$ cat src/rtl/rfsh_pkg.sv
package rfsh_pkg;

    typedef enum logic [1:0] {
        RS_IDLE     = 2'd0,
        RS_WAIT_GNT = 2'd1,
        RS_STROBE   = 2'd2,
        RS_HOLD     = 2'd3
    } rs_state_e;

    localparam logic SEL_INTERVAL = 1'b0;
    localparam logic SEL_CONTROL  = 1'b1;
    localparam int unsigned CTL_RUN_BIT = 0;
    localparam int unsigned CTL_CLR_BIT = 1;

    typedef struct packed {
        logic load_iv;
        logic load_run;
        logic run_val;
        logic clr_ovr;
    } cfg_cmd_t;

    function automatic logic holds_bus(rs_state_e s);
        return s != RS_IDLE;
    endfunction

    function automatic logic takes_ack(rs_state_e s);
        return (s == RS_STROBE) || (s == RS_HOLD);
    endfunction

    function automatic cfg_cmd_t decode_cmd(logic wr, logic sel, logic run_bit, logic clr_bit);
        cfg_cmd_t c;
        c.load_iv  = wr && (sel == SEL_INTERVAL);
        c.load_run = wr && (sel == SEL_CONTROL);
        c.run_val  = run_bit;
        c.clr_ovr  = wr && (sel == SEL_CONTROL) && clr_bit;
        return c;
    endfunction

endpackage

$ cat src/rtl/rfsh_cfg_regs.sv
module rfsh_cfg_regs
    import rfsh_pkg::*;
#(
    parameter int unsigned TIMER_W = 16
) (
    input  logic               clk,
    input  logic               rst,
    input  logic               cfg_wr,
    input  logic               cfg_sel,
    input  logic [TIMER_W-1:0] cfg_wdata,
    output logic [TIMER_W-1:0] interval,
    output logic               run,
    output logic               clr_ovr
);
    cfg_cmd_t cmd;

    always_comb begin
        cmd = decode_cmd(cfg_wr, cfg_sel, cfg_wdata[CTL_RUN_BIT], cfg_wdata[CTL_CLR_BIT]);
    end

    always_ff @(posedge clk) begin
        if (rst) begin
            interval <= '0;
            run      <= 1'b0;
        end else begin
            if (cmd.load_iv) interval <= cfg_wdata;
            if (cmd.load_run) run <= cmd.run_val;
        end
    end

    assign clr_ovr = cmd.clr_ovr;

    a_r1_cfg_reset: assert property (@(posedge clk) rst |=> (!run && interval == '0));
endmodule

$ cat src/rtl/rfsh_interval_timer.sv
module rfsh_interval_timer #(
    parameter int unsigned TIMER_W = 16
) (
    input  logic               clk,
    input  logic               rst,
    input  logic               run,
    input  logic [TIMER_W-1:0] interval,
    output logic               due
);
    logic [TIMER_W-1:0] cnt_q;
    logic               at_zero;

    assign at_zero = (cnt_q == '0);
    assign due     = run && at_zero;

    always_ff @(posedge clk) begin
        if (rst) begin
            cnt_q <= '0;
        end else if (!run) begin
            cnt_q <= interval;
        end else if (at_zero) begin
            cnt_q <= interval;
        end else begin
            cnt_q <= cnt_q - 1'b1;
        end
    end

    a_r2_reload_after_due: assert property (@(posedge clk) disable iff (rst)
        due |=> (cnt_q == $past(interval)));
    a_r8_no_due_when_off: assert property (@(posedge clk) disable iff (rst)
        (!run && !$past(run)) |-> !due);
endmodule

$ cat src/rtl/rfsh_bus_arbiter.sv
module rfsh_bus_arbiter
    import rfsh_pkg::*;
(
    input  logic clk,
    input  logic rst,
    input  logic run,
    input  logic due,
    input  logic bus_gnt,
    input  logic rfsh_done,
    input  logic clr_ovr,
    output logic bus_req,
    output logic rfsh_start,
    output logic row_adv,
    output logic overrun
);
    rs_state_e state_q, state_d;
    logic      ack;
    logic      miss;

    assign ack  = takes_ack(state_q) && rfsh_done;
    assign miss = due && holds_bus(state_q);

    always_comb begin
        state_d = state_q;
        unique case (state_q)
            RS_IDLE:     if (due) state_d = RS_WAIT_GNT;
            RS_WAIT_GNT: begin
                if (!run)         state_d = RS_IDLE;
                else if (bus_gnt) state_d = RS_STROBE;
            end
            RS_STROBE:   state_d = rfsh_done ? RS_IDLE : RS_HOLD;
            RS_HOLD:     if (rfsh_done) state_d = RS_IDLE;
            default:     state_d = RS_IDLE;
        endcase
    end

    always_ff @(posedge clk) begin
        if (rst) begin
            state_q <= RS_IDLE;
            overrun <= 1'b0;
        end else begin
            state_q <= state_d;
            if (miss)         overrun <= 1'b1;
            else if (clr_ovr) overrun <= 1'b0;
        end
    end

    assign bus_req    = holds_bus(state_q);
    assign rfsh_start = (state_q == RS_STROBE);
    assign row_adv    = ack;

    a_r4_start_one_cycle: assert property (@(posedge clk) disable iff (rst)
        rfsh_start |=> !rfsh_start);
    a_r4_start_follows_gnt: assert property (@(posedge clk) disable iff (rst)
        rfsh_start |-> ($past(bus_gnt) && $past(bus_req)));
    a_r3_req_held: assert property (@(posedge clk) disable iff (rst)
        (state_q == RS_WAIT_GNT && run && !bus_gnt) |=> bus_req);
    a_r6_release_after_ack: assert property (@(posedge clk) disable iff (rst)
        (rfsh_done && (rfsh_start || state_q == RS_HOLD)) |=> !bus_req);
    a_r7_overrun_set: assert property (@(posedge clk) disable iff (rst)
        (due && bus_req) |=> overrun);
    a_r7_overrun_sticky: assert property (@(posedge clk) disable iff (rst)
        (overrun && !clr_ovr) |=> overrun);
    a_r8_off_no_req: assert property (@(posedge clk) disable iff (rst)
        (!run && !bus_req) |=> !bus_req);
endmodule

$ cat src/rtl/rfsh_row_counter.sv
module rfsh_row_counter #(
    parameter int unsigned ROW_W = 13
) (
    input  logic             clk,
    input  logic             rst,
    input  logic             adv,
    output logic [ROW_W-1:0] row
);
    localparam logic [ROW_W-1:0] ROW_LAST = {ROW_W{1'b1}};

    always_ff @(posedge clk) begin
        if (rst) begin
            row <= '0;
        end else if (adv) begin
            row <= (row == ROW_LAST) ? '0 : row + 1'b1;
        end
    end

    a_r5_row_hold: assert property (@(posedge clk) disable iff (rst)
        !adv |=> $stable(row));
    a_r9_row_wrap: assert property (@(posedge clk) disable iff (rst)
        (adv && row == ROW_LAST) |=> (row == '0));
endmodule

$ cat src/rtl/dram_refresh_sched.sv
module dram_refresh_sched #(
    parameter int unsigned ROW_W   = 13,
    parameter int unsigned TIMER_W = 16
) (
    input  logic               clk,
    input  logic               rst,
    input  logic               cfg_wr,
    input  logic               cfg_sel,
    input  logic [TIMER_W-1:0] cfg_wdata,
    output logic               bus_req,
    input  logic               bus_gnt,
    output logic [ROW_W-1:0]   rfsh_row,
    output logic               rfsh_start,
    input  logic               rfsh_done,
    output logic               overrun
);
    logic [TIMER_W-1:0] interval;
    logic               run;
    logic               clr_ovr;
    logic               due;
    logic               row_adv;

    rfsh_cfg_regs #(.TIMER_W(TIMER_W)) u_cfg (
        .clk(clk), .rst(rst), .cfg_wr(cfg_wr), .cfg_sel(cfg_sel), .cfg_wdata(cfg_wdata),
        .interval(interval), .run(run), .clr_ovr(clr_ovr)
    );

    rfsh_interval_timer #(.TIMER_W(TIMER_W)) u_timer (
        .clk(clk), .rst(rst), .run(run), .interval(interval), .due(due)
    );

    rfsh_bus_arbiter u_arb (
        .clk(clk), .rst(rst), .run(run), .due(due), .bus_gnt(bus_gnt),
        .rfsh_done(rfsh_done), .clr_ovr(clr_ovr), .bus_req(bus_req),
        .rfsh_start(rfsh_start), .row_adv(row_adv), .overrun(overrun)
    );

    rfsh_row_counter #(.ROW_W(ROW_W)) u_row (
        .clk(clk), .rst(rst), .adv(row_adv), .row(rfsh_row)
    );

    a_r1_outputs_after_reset: assert property (@(posedge clk)
        rst |=> (!bus_req && !rfsh_start && !overrun && rfsh_row == '0));
    a_r10_done_idle_no_step: assert property (@(posedge clk) disable iff (rst)
        (rfsh_done && !bus_req) |=> $stable(rfsh_row));
endmodule

$ cat config.mk
export PLATFORM = sky130hd
export DESIGN_NAME = dram_refresh_sched
export DESIGN_NICKNAME = d
export VERILOG_FILES = /design/src/rtl/rfsh_pkg.sv /design/src/rtl/rfsh_cfg_regs.sv /design/src/rtl/rfsh_interval_timer.sv /design/src/rtl/rfsh_bus_arbiter.sv /design/src/rtl/rfsh_row_counter.sv /design/src/rtl/dram_refresh_sched.sv
export SDC_FILE = /design/constraint.sdc
export NUM_CORES = 1
export LEC_CHECK = 0
export BUFFER_PORTS_ARGS = -buffer_cell sky130_fd_sc_hd__buf_2
export CORE_AREA = 2 2 106 77
export DETAILED_ROUTE_END_ITERATION = 8
export DIE_AREA = 0 0 108 79
export PLACE_DENSITY_LB_ADDON = 0.05
export SYNTH_ARGS = -nofsm -noshare
export SYNTH_HDL_FRONTEND = slang
export SYNTH_SLANG_ARGS = --single-unit
$ cat constraint.sdc
create_clock -name clk -period 2.12 [get_ports clk]
set_clock_uncertainty 0.2 [all_clocks]
set_input_delay 0.106 -clock clk [delete_from_list [all_inputs] [get_ports clk]]
set_output_delay 0.106 -clock clk [all_outputs]
set_load 0.05 [all_outputs]
# [Yosys cells after proc, flatten, opt, wreduce, memory -nomap -nowiden]
# Index checks and enable logic that the tools add are counted.
[word_totals] ff_bits=49 out_inout_bits=16 word_cells=39
[op_classes] addsub=2 n_eq_ne=7 n_mux=11 n_bitwise=1 n_reduce_logical=12
[op_table] operator="$mux 16" count=2
[op_table] operator="$logic_not 16->1" count=1
[op_table] operator="$sub 16x1->16 const B" count=1
[op_table] operator="$add 13x1->13 const B" count=1
[op_table] operator="$eq 13x13->1 const B" count=1
[op_table] operator="$mux 13" count=1
[op_table] operator="$mux 2" count=5
[op_table] operator="$pmux 2 s4" count=1
[op_table] operator="$logic_and 1x1->1" count=6
[op_table] operator="$eq 2x2->1 const B" count=2
[op_table] operator="$reduce_bool 2->1" count=2
[op_table] operator="$ne 3x3->1 const B" count=1
[op_table] operator="$reduce_and 3->1" count=1
[op_table] operator="$eq 2x1->1 const B" count=1
[op_table] operator="$logic_not 2->1" count=1
[op_table] operator="$mux 1" count=2
[op_table] operator="$ne 2x1->1 const B" count=1
[op_table] operator="$ne 2x2->1 const B" count=1
[op_table] operator="$logic_or 1x1->1" count=1
[op_table] operator="$not 1->1" count=1

# [Longest topological paths before layout]
[depth] depth_word=4 mapped_depth=7 ltp_nobuf=6

# [Cells and area by module]
# Synthesis repeated with hierarchy kept, for this count alone.
[hier_totals] cells_unflattened=259 area_unflattened_um2=2399.8
[modules_own_cells] mod="rfsh_interval_timer" n_inst=1 cells_per_inst=102 area_per_inst_um2=868.3 seq_area_each_um2=320.3
[modules_own_cells] mod="rfsh_cfg_regs" n_inst=1 cells_per_inst=78 area_per_inst_um2=814.5 seq_area_each_um2=340.3
[modules_own_cells] mod="rfsh_row_counter" n_inst=1 cells_per_inst=63 area_per_inst_um2=578.1 seq_area_each_um2=260.2
[modules_own_cells] mod="rfsh_bus_arbiter" n_inst=1 cells_per_inst=16 area_per_inst_um2=138.9 seq_area_each_um2=60.1

# [Worst setup path before layout]
# Ideal clock, no wire load.
[synth_timing] path_type="register to register" from="register u_row.row[0]" to="register u_row.row[1]" setup_ns=0.132 t_arrival_ns=1.744 slack_ns=0.044 path_stages_with_launch=6 path_buffers=0 path_cell_list="dfxtp_1 ha_1 nand3_1 or4_1 nand4_1 a21oi_1"
[synth_via] elab_chain_cells=2 word_cells_on_any_way=3 classes_between="add/sub: 1; eq/ne: 1; mux: 1"
[synth_lines] element="from (decl)" line="rfsh_row_counter.sv:7" rtl="output logic [ROW_W-1:0] row"
[synth_lines] element="from (signal assigned)" line="rfsh_row_counter.sv:15" rtl="row <= (row == ROW_LAST) ? '0 : row + 1'b1;"
[synth_lines] element="$add 13x1->13 or $eq 13x13->1 (tied branches)" line="rfsh_row_counter.sv:15"
[synth_lines] element="$mux 13 (*)" line="rfsh_row_counter.sv:15"
# Mark *: on every way between the ends. The rest lies on a longest branch, timed or not.
# A chain may end at the register's enable or synchronous reset.

# [Final worst setup path]
[layout_timing] from="input cfg_sel" to="register u_cfg.run"
[layout_via] elab_chain_cells=1
[layout_lines] element="from (decl)" line="dram_refresh_sched.sv:8" rtl="input logic cfg_sel,"
[layout_lines] element="$logic_and 1x1->1" line="rfsh_pkg.sv:33" rtl="c.load_run = wr && (sel == SEL_CONTROL);"
[layout_lines] element="to (signal assigned)" line="rfsh_cfg_regs.sv:27" rtl="if (cmd.load_run) run <= cmd.run_val;"
[layout_lines] element="to (decl)" line="rfsh_cfg_regs.sv:12" rtl="output logic run,"
# No other way between the ends.

==> flow_summary.toml <==
[synthesis]
postSynthCellCount = 271
synthesis.nets = 296
yosys.cell_types.count = 34
yosys_warnings = 0
ys_ff_latch = 49
synth_area_um2 = 2200
avgSynthCellArea_um2 = 8.14
yosysSeqAreaShare = 0.445

[sta]
worst_pin_slew_ns = 0.677
finalSetupViolCount = 0
slew_viol_final = 0
hold_viol = 0
fin_ws_ns = 0.0660
period_share = 0.969
period_minus_slack_ns = 2.05
rsz0062_at_grt = "no"
max_slew_margin = 0.549
fmax_mhz = 487
tns_ns = 0

[floorplan]
coreArea_um2 = 7600
io_pins = 38
die_y_um = 79
dieArea_um2 = 8530
start_util = 0.290
die_w_um = 108
rows = 27

[clock_network]
post_cts_buffers = 0
root_buffer = "clkbuf_8"
cts-buffers-inserted = 5
clock_latency_ns = 0.29
cts_tree = "built"
h-tree-depth = 2
cts.sinks = 49
clock_tree.buffer_depth = 2
clk_pin_slew_ns = 0.09

[setup_path]
ff2ff_setup_slack_ns = 0.18
r2r_start = "u_timer.cnt_q[0]"
crit_path_start_kind = "input port"
critPathLaunch = "cfg_sel"
slowest_stage = "dlygate4sd3_1"
cp_max_fo = 5
path_cells = "dlygate4sd3_1 -> buf_2 -> nand3_1 -> dlygate4sd3_1 -> a21oi_2 -> dlygate4sd3_1"
arrival_ns = 2.03
cp_common_cell = "dlygate4sd3_1"
cp.required_ns = 2.10
critical-path-max-stage-delay_ns = 0.56
cp-end-kind = "register"
crit_type = "in -> reg"

[global_routing]
track_usage = 0.137
grt_antenna_before_repair = 0
grt_pass1_vias = 1804
overflow = 0
grt_max_degree = 18
grt_pass1_wl_mm = 9.16

[finish]
final_nets = 361
drive_gt1_frac = 0.190
layout_commonest_cell = "dfxtp_1"
fill_cells = 817
antenna_cells = 0
fin_area_um2 = 2880
syn_to_final_growth_pct = 30.5
mostFrequentLayoutCells = "dfxtp_1, nand2_1, buf_2"

[placement]
placed_area_um2 = 2560
place_hpwl_mm = 3.94
gp_congestion = 0.748
io_buffers = 37
pre_cts_ws_ns = 0.216

[route]
first_pass_iters = 4
wire_per_inst_um = 12.9
drcViolationCount = 0
routed_wirelength_mm = 5.62
viasPerCell = 4.50
drt-initial-drc-count = 117
final_antenna_net_count = 0
num_vias = 1967

[outcome]
status = "finished, final reports clean"

[job]
cap_violations = 0

[power_and_ir_drop]
p_leak_nw = 1.10
p_per_area_nw_per_um2 = 654
ir_drop_mv = 0.362

[worst_hold_path]
hp-class = "in -> reg"
hold_path_startpoint = "rst"
-- what timing repair did --
| action | 4_1_cts | 5_1_grt |
|---|---|---|
| gates resized for setup | 0 | 1 |
| setup endpoints to repair | 0 | 1 |
| hold buffers | 23 | 0 |
| endpoints found under the hold margin | 21 | 0 |
-- through the flow --
step / hold WS [ns] / power [mW] / instances / utilization
floorplan: 0.0420 / 1.21 / 271 / -
global placement: 0.150 / 1.32 / 407 / 0.336
detailed placement: 0.153 / 1.31 / 407 / 0.336
CTS: 0.0275 / 1.92 / 437 / 0.378
global route: 0.0402 / 2.00 / 437 / 0.379
finish: 0.0256 / 1.88 / 437 / 0.379
-- worst max-delay path: cells and delay by family --
family	cells	cell delay (ns)
AO/OA/AOI/OAI	1	0.05
buffers and inverters	4	1.81
AND/OR/NAND/NOR	1	0.07
-- path summary, 6_finish.rpt --
check                           cells after the start                  to
worst min-delay path                                2   u_cfg.interval[3]
worst max-delay path                                6           u_cfg.run
worst max register to register                      7    u_timer.cnt_q[3]
worst min register to register                      2  u_cfg.interval[12]
-- per-layer routing --
| metal | global-route usage | wire length (um) |
|---|---|---|
| met1 | 0.222 | 3360 |
| met2 | 0.182 | 2050 |
| met3 | 0.0328 | 189 |
| met4 | 0.0192 | 24 |
| met5 | 0 | 0 |
-- final cells by class --
type                            count  area [um2]  area share
Inverter                            8        30.0      0.0104
Sequential cell                    49         981       0.341
Clock buffer                        7        86.3      0.0300
Timing Repair Buffer               73         513       0.178
Multi-Input combinational cell    199        1140       0.397
Tap cell                          101         126      0.0439
-- kinds of logic (layout without fill, tap and decap cells) --
family / count (synthesis) / after routing / synth area share
AO/OA/AOI/OAI: 46 / 46 / 0.133
XOR/XNOR: 21 / 21 / 0.0834
adder cells (fa/ha/maj): 3 / 3 / 0.0170
buffers and inverters: 23 / 88 / 0.0426
flip-flops: 49 / 49 / 0.445
AND/OR/NAND/NOR: 129 / 129 / 0.279
-- synth_stat cells --
cell | instances | area [um2]
nor3b_2 | 1 | 12.5
a211oi_1 | 12 | 90.1
or2_2 | 1 | 6.26
nand4_1 | 9 | 56.3
buf_6 | 1 | 11.3
clkbuf_1 | 14 | 52.6
and4_1 | 2 | 17.5
ha_1 | 3 | 37.5
a21oi_1 | 24 | 120
o21ai_0 | 2 | 10.0
dfxtp_1 | 49 | 981
or4_4 | 1 | 11.3
nor2_1 | 35 | 131
nand2b_1 | 2 | 12.5
xnor2_1 | 12 | 105
nand3b_1 | 1 | 7.51
nor4_1 | 6 | 37.5
nor3_1 | 6 | 30.0
o31ai_1 | 1 | 7.51
nand3_1 | 9 | 45.0
or4_1 | 1 | 7.51
nand4b_1 | 2 | 17.5
o221ai_1 | 1 | 8.76
nor2b_1 | 3 | 18.8
o41ai_1 | 1 | 8.76
a211oi_2 | 1 | 12.5
a41oi_1 | 1 | 8.76
nor4_2 | 1 | 12.5
nor3b_1 | 2 | 15.0
xor2_1 | 9 | 78.8
a311oi_1 | 2 | 17.5
a31o_2 | 1 | 8.76
inv_1 | 8 | 30.0
nand2_1 | 47 | 176
-- power breakdown --
group          internal [mW]  total (mW)  switching [mW]  leakage (nW)
Combinational          0.165       0.341           0.175         0.658
Sequential             0.953       0.984          0.0311         0.398
Clock                  0.260       0.557           0.297        0.0443
Total                   1.38        1.88           0.503          1.10
-- flip-flops by register name, indices dropped and copies added (netlist names) --
signal,count
u_arb.overrun,1
u_timer.cnt_q,16
u_row.row,13
u_cfg.run,1
u_cfg.interval,16
u_arb.state_q,2
(Power assumes the default switching activity.)
